--- src/rtl/cycle_timer_pkg.sv ---
package cycle_timer_pkg;
  localparam int unsigned DEF_STAGES   = 16;
  localparam int unsigned DEF_S1_FIRST = 3;
  localparam int unsigned DEF_S1_LAST  = 6;
  localparam int unsigned DEF_S2_FIRST = 9;
  localparam int unsigned DEF_S2_LAST  = 12;

  typedef enum logic { CYC_FULL = 1'b0, CYC_SHORT = 1'b1 } cyc_form_e;
endpackage

--- src/rtl/cyc_launch.sv ---
module cyc_launch
  import cycle_timer_pkg::*;
(
  input  logic      clk,
  input  logic      rst_n,
  input  logic      clr,
  input  logic      start,
  input  logic      trunc,
  input  logic      suspend,
  input  logic      busy,
  output logic      load,
  output cyc_form_e form_q
);
  assign load = start & ~suspend & ~busy & ~clr;

  always_ff @(posedge clk or negedge rst_n) begin
    if (!rst_n)     form_q <= CYC_FULL;
    else if (clr)   form_q <= CYC_FULL;
    else if (load)  form_q <= trunc ? CYC_SHORT : CYC_FULL;
  end
endmodule

--- src/rtl/cyc_timebase.sv ---
module cyc_timebase #(
  parameter int unsigned STAGES = 16
) (
  input  logic              clk,
  input  logic              rst_n,
  input  logic              clr,
  input  logic              load,
  input  logic              cut,
  output logic [STAGES-1:0] tap
);
  for (genvar i = 0; i < STAGES; i++) begin : g_stage
    logic nxt;
    if (i == 0) begin : g_head
      assign nxt = load;
    end else begin : g_body
      assign nxt = tap[i-1] & ~cut;
    end
    always_ff @(posedge clk or negedge rst_n) begin
      if (!rst_n)   tap[i] <= 1'b0;
      else if (clr) tap[i] <= 1'b0;
      else          tap[i] <= nxt;
    end
  end
endmodule

--- src/rtl/cyc_strobe_dec.sv ---
module cyc_strobe_dec
  import cycle_timer_pkg::*;
#(
  parameter int unsigned STAGES   = 16,
  parameter int unsigned S1_FIRST = 3,
  parameter int unsigned S1_LAST  = 6,
  parameter int unsigned S2_FIRST = 9,
  parameter int unsigned S2_LAST  = 12
) (
  input  logic [STAGES-1:0] tap,
  input  cyc_form_e         form_q,
  output logic              busy,
  output logic              s1,
  output logic              s2,
  output logic              done,
  output logic              cut
);
  logic short_c;
  assign short_c = (form_q == CYC_SHORT);
  assign busy = |tap;
  assign s1   = |tap[S1_LAST:S1_FIRST];
  assign s2   = ~short_c & (|tap[S2_LAST:S2_FIRST]);
  assign cut  = short_c & tap[S1_LAST];
  assign done = short_c ? tap[S1_LAST] : tap[STAGES-1];
endmodule

--- src/rtl/cycle_timer.sv ---
module cycle_timer
  import cycle_timer_pkg::*;
#(
  parameter int unsigned STAGES   = DEF_STAGES,
  parameter int unsigned S1_FIRST = DEF_S1_FIRST,
  parameter int unsigned S1_LAST  = DEF_S1_LAST,
  parameter int unsigned S2_FIRST = DEF_S2_FIRST,
  parameter int unsigned S2_LAST  = DEF_S2_LAST
) (
  input  logic clk,
  input  logic rst_n,
  input  logic clr,
  input  logic start,
  input  logic trunc,
  input  logic suspend,
  output logic busy,
  output logic strobe_s1,
  output logic strobe_s2,
  output logic cyc_done
);
  logic [STAGES-1:0] tap;
  logic              load;
  logic              cut;
  cyc_form_e         form_q;

  cyc_launch u_launch (
    .clk(clk), .rst_n(rst_n), .clr(clr), .start(start), .trunc(trunc),
    .suspend(suspend), .busy(busy), .load(load), .form_q(form_q)
  );

  cyc_timebase #(.STAGES(STAGES)) u_tb (
    .clk(clk), .rst_n(rst_n), .clr(clr), .load(load), .cut(cut), .tap(tap)
  );

  cyc_strobe_dec #(
    .STAGES(STAGES), .S1_FIRST(S1_FIRST), .S1_LAST(S1_LAST),
    .S2_FIRST(S2_FIRST), .S2_LAST(S2_LAST)
  ) u_dec (
    .tap(tap), .form_q(form_q), .busy(busy), .s1(strobe_s1),
    .s2(strobe_s2), .done(cyc_done), .cut(cut)
  );
endmodule

--- config.mk ---
export PLATFORM = sky130hd
export DESIGN_NAME = cycle_timer
export DESIGN_NICKNAME = d
export VERILOG_FILES = /design/src/rtl/cycle_timer_pkg.sv /design/src/rtl/cyc_launch.sv /design/src/rtl/cyc_timebase.sv /design/src/rtl/cyc_strobe_dec.sv /design/src/rtl/cycle_timer.sv
export SDC_FILE = /design/constraint.sdc
export NUM_CORES = 1
export LEC_CHECK = 0
export BUFFER_PORTS_ARGS = -buffer_cell sky130_fd_sc_hd__buf_2
export CORE_UTILIZATION = 30
export DETAILED_ROUTE_END_ITERATION = 8
export SLEW_MARGIN = 20
export SYNTH_ARGS = -nofsm -noshare
export SYNTH_HDL_FRONTEND = slang
export SYNTH_SLANG_ARGS = --single-unit
--- constraint.sdc ---
create_clock -name clk -period 1.5 [get_ports clk]
set_input_delay 0.075 -clock clk [delete_from_list [all_inputs] [get_ports clk]]
set_output_delay 0.075 -clock clk [all_outputs]
set_load 0.02 [all_outputs]
; ---- Yosys cells after proc, flatten, opt, wreduce, memory -nomap -nowiden
; Index checks and enable logic that the tools add are counted.
[totals]
in_bits = 6
ff_bits = 17
out_inout_bits = 4
[classes]
muxes = 20
bitwise_logic = 25
n_reduce_logical = 4
[op_table]
columns = cell, count
row1 = bitwise AND 1 bit, 20
row2 = 2-to-1 mux 1 bit, 20
row3 = OR reduction 16 bit, 1
row4 = OR reduction 4 bit, 2
row5 = inverter 1 bit, 5
row6 = nonzero test 2 bit, 1

; ---- Longest topological paths before layout
[logic_depth]
ltp_word = 6
depth_mapped = 4
mapped_depth_nobuf = 4

; ---- By module
; From an unflattened synthesis, not the netlist that was laid out.
[unflattened]
cells_unflattened = 49
area_unflattened_um2 = 729.4
[by_module_without_submodules]
columns = mod, area_per_inst_um2, n_inst, seq_area_each_um2, cells_per_inst
row1 = cyc_timebase, 591.8, 1, 400.4, 34
row2 = cyc_launch, 68.8, 1, 25.0, 6
row3 = cyc_strobe_dec, 68.8, 1, 0.0, 9

; ---- Worst setup path after synthesis
; OpenSTA, ideal clock, no wires.
[synth_path]
kind = reg2reg
start = register u_tb.tap[3]
end = register u_launch.form_q
setup_ns = 0.077
required_ns = 1.423
path_slack_ns = -0.012
path_buffers = 0
path_stages_with_launch = 5
arrival_ns = 1.435
path_cell_list = dfrtp_1 -> nor4_2 -> nand4_2 -> or3_1 -> a21oi_1
[synth_via]
elab_chain_cells = 5
[synth_lines]
columns = item, line
row1 = start: declaration, cyc_timebase.sv:9  ; output logic [STAGES-1:0] tap
row2 = start signal: indexed assignment, cyc_timebase.sv:21  ; else tap[i] <= nxt;
row3 = OR reduction 16 bit, cyc_strobe_dec.sv:20  ; assign busy = |tap;
row4 = via busy, cycle_timer.sv:16  ; output logic busy,
row5 = inverter 1 bit, cyc_launch.sv:14  ; assign load = start & ~suspend & ~busy & ~clr;
row6 = bitwise AND 1 bit (2 in a row), cyc_launch.sv:14
row7 = nonzero test 2 bit (no line), --
row8 = end signal: assignment, cyc_launch.sv:19  ; else if (load) form_q <= trunc ? CYC_SHORT : CYC_FULL;
row9 = end: declaration, cyc_launch.sv:12  ; output cyc_form_e form_q
; The timed path passes the listed nets, and every way through them passes these cells.
; A chain may end at the register's enable or synchronous reset.

; ---- Worst setup path in the final report
[layout_path]
start = register u_tb.tap[3]
end = register u_launch.form_q
[layout_via]
elab_chain_cells = 5
[layout_lines]
columns = item, line
row1 = OR reduction 16 bit, cyc_strobe_dec.sv:20
row2 = inverter 1 bit, cyc_launch.sv:14
row3 = bitwise AND 1 bit (2 in a row), cyc_launch.sv:14
row4 = nonzero test 2 bit (no line), --
; Every way passes these cells.

==> impl_metrics.sql <==
INSERT INTO impl_metrics (metric_group, metric, value, unit) VALUES
('yosys', 'yosys_most_used_dff', 'dfrtp_1', ''),
('critical_path', 'worst_path_max_delay_cell', 'dfrtp_1', ''),
('yosys', 'synth_edf_count', '0', ''),
('detailed_routing', 'vias', '402', ''),
('final_layout', 'area_growth', '28.2', '%'),
('critical_path', 'timing.critical_path.fanout_max', '4', ''),
('critical_path', 'crit_path_cell_trace', 'nor4_4 -> nand4_2 -> or3_1 -> a21oi_2', ''),
('detailed_routing', 'wirelength', '1.12', 'mm'),
('global_routing', 'overflow', '0', ''),
('sta', 'final_worst_setup_slack', '15.8', 'ps'),
('power', 'vdd_ir_drop_max', '683', 'µV'),
('cts', 'clock_tree_from_tritoncts', 'built', ''),
('yosys', 'ys_seq_elements', '17', ''),
('critical_path', 'cp_top_family', 'simple AND/OR/NAND/NOR gates', ''),
('detailed_routing', 'detailed_routing_iteration_count_for_the_pre_antenna_repair_pass', '3', ''),
('floorplanning', 'rows', '16', ''),
('final_layout', 'finalInstanceArea', '825', 'µm²'),
('critical_path', 'timing.critical_path.slowest_cell_delay', '420', 'ps'),
('critical_path', 'r2r_setup_slack', '20', 'ps'),
('sta', 'final_max_slew_viol_count', '0', ''),
('detailed_routing', 'viasPerCell', '4.32', ''),
('yosys', 'synth-xor-area-share', '0', ''),
('final_layout', 'nFillCells', '187', ''),
('critical_path', 'rr_startpoint', 'u_tb.tap[3]$_DFF_PN0_', ''),
('yosys', 'avgSynthCellArea', '13.4', 'µm²'),
('run', 'maxCapViolCount', '0', ''),
('floorplanning', 'io-pin-count', '10', ''),
('yosys', 'synthesis.area', '643', 'µm²'),
('floorplanning', 'die_w', '48.3', 'µm'),
('critical_path', 'cp-start-kind', 'flop', ''),
('placement', 'dpl.hpwl', '787', 'µm'),
('yosys', 'simple_gate_share_of_the_synthesized_area', '0.280', ''),
('yosys', 'post_synth_mux_area_share', '0.0175', ''),
('placement', 'place_congestion', '0.702', ''),
('detailed_routing', 'route.detailed.drc', '0', ''),
('sta', 'final.setup.tns', '0', 'ps'),
('yosys', 'yosys_top_cell_by_area', 'dfrtp_1', ''),
('yosys', 'synth_top_family_by_area', 'simple AND/OR/NAND/NOR gates', ''),
('global_routing', 'grt_pass1_vias', '453', ''),
('sta', 'grt_setup_unrepaired', 'true', ''),
('cts', 'cts-root-buf', 'clkbuf_4', ''),
('power', 'power_density', '905', 'nW/µm²'),
('final_layout', 'design.final.nets', '73', ''),
('placement', 'placed_area', '733', 'µm²'),
('cts', 'numClockSinks', '17', ''),
('yosys', 'yosys.area.top_type_share', '0.661', ''),
('final_layout', 'fraction_of_layout_instances_using_a_drive_strength_above_1', '0.379', ''),
('cts', 'worstSkewPairLatency', '280', 'ps'),
('final_layout', 'insertedDiodeCount', '0', ''),
('sta', 'slew_at_the_pin_with_the_worst_max_slew_slack', '359', 'ps'),
('sta', 'fin_worst_skew', '1.59', 'ps'),
('critical_path', 'worst-path-buf-inv', '0', ''),
('floorplanning', 'floorplan.core_area', '1980', 'µm²'),
('run_status', 'result_of_the_run', 'complete, no violations', ''),
('global_routing', 'globalRouteTotalUtil', '0.118', ''),
('sta', 'post-route-period-util', '0.989', ''),
('critical_path', 'regToRegEndpoint', 'u_launch.form_q$_DFFE_PN0P_', ''),
('floorplanning', 'start_util', '0.324', ''),
('yosys', 'warning_count_from_the_yosys_run', '0', ''),
('yosys', 'synth_top_cells_by_area', 'dfrtp_1 (66%), and2_1 (13%), nor4_2 (7.8%)', ''),
('detailed_routing', 'post_drt_wl_per_cell', '12.0', 'µm'),
('cts', 'number_of_buffers_created_by_cts', '3', ''),
('cts', 'h-tree-depth', '1', ''),
('sta', 'final_hold_viol_count', '0', ''),
('cts', 'ctsLongestPathBuffers', '2', ''),
('sta', 'finalCriticalPeriod', '1480', 'ps'),
('yosys', 'synth_cells', '48', ''),
('yosys', 'synth_commonest_cells', 'dfrtp_1 (17), and2_1 (13), nor4_2 (4)', ''),
('cts', 'path_clk_slew', '90', 'ps'),
('critical_path', 'endpoint_kind', 'flop', ''),
('yosys', 'synth-adder-area-share', '0', '');
==> where the power goes <==
group          switching [mW]  internal (mW)  total (mW)
Clock                   0.124          0.103       0.227
Combinational          0.0290         0.0249      0.0539
Sequential            0.00384          0.462       0.466
==> area by class of cell <==
cell class / count / area [µm²] / area share
multi-input cells: 28 / 228 / 0.276
repair buffers: 15 / 104 / 0.126
inverters: 2 / 7.51 / 0.00910
clock buffers: 4 / 26.3 / 0.0319
flip-flops and latches: 17 / 425 / 0.516
well taps: 27 / 33.8 / 0.0410
==> worst max path at each step <==
stage                               start                           to  slack, ps  cells past startpoint
floorplan           u_tb.tap[3]$_DFF_PN0_  u_launch.form_q$_DFFE_PN0P_        -10                      4
global placement    u_tb.tap[3]$_DFF_PN0_  u_launch.form_q$_DFFE_PN0P_         50                      4
detailed placement  u_tb.tap[3]$_DFF_PN0_  u_launch.form_q$_DFFE_PN0P_         10                      4
CTS                 u_tb.tap[6]$_DFF_PN0_  u_launch.form_q$_DFFE_PN0P_         30                      4
global route        u_tb.tap[3]$_DFF_PN0_  u_launch.form_q$_DFFE_PN0P_        -70                      4
finish              u_tb.tap[3]$_DFF_PN0_  u_launch.form_q$_DFFE_PN0P_         20                      4
==> registers in the layout (all words and copies together), names as in the netlist <==
register	flops
u_tb.tap	16
u_launch.form_q	1
==> what timing repair did <==
action	4_1_cts	5_1_grt
buffers inserted	2	1
endpoints found under the hold margin	20	0
pin swaps	3	1
setup endpoints to repair	2	3
hold buffers	2	0
gates resized for setup	3	4
==> per-layer routing <==
| layer | up-vias | GRT usage | part of all wire |
|---|---|---|---|
| met5 | - | 0 | 0 |
| met4 | 0 | 0.0294 | 0 |
| met3 | 0 | 0.0660 | 0.046 |
| met2 | 7 | 0.183 | 0.50 |
| met1 | 200 | 0.142 | 0.45 |
| li1 | 195 | - | - |
==> per-stage QoR <==
stage                util  power [mW]  hold slack (ps)
floorplan               -       0.492             -221
global placement    0.370       0.520             11.2
detailed placement  0.370       0.520             15.1
CTS                 0.407       0.754             72.8
global route        0.416       0.797             80.1
finish              0.416       0.747             84.7
==> cells in the final DEF, fill, tap and decap left out, types with 2 or more instances in the layout <==
master / n
buf_2: 7
nor4_4: 2
dlygate4sd3_1: 2
and2_1: 13
nor4_2: 2
buf_4: 5
clkbuf_4: 3
dfrtp_1: 17
==> worst register-to-register path, stage by stage, from the launching register on <==
cell	delay [ps]
dfrtp_1	420
nor4_4	330
nand4_2	160
or3_1	390
a21oi_2	120
==> logic make-up (layout without fill, tap and decap cells) <==
| group | Yosys count | in the layout |
|---|---|---|
| flops | 17 | 17 |
| mux | 1 | 1 |
| simple gates | 24 | 24 |
| buf+inv | 3 | 21 |
| compound gates | 3 | 3 |
Power figures use the tool's default switching activity.
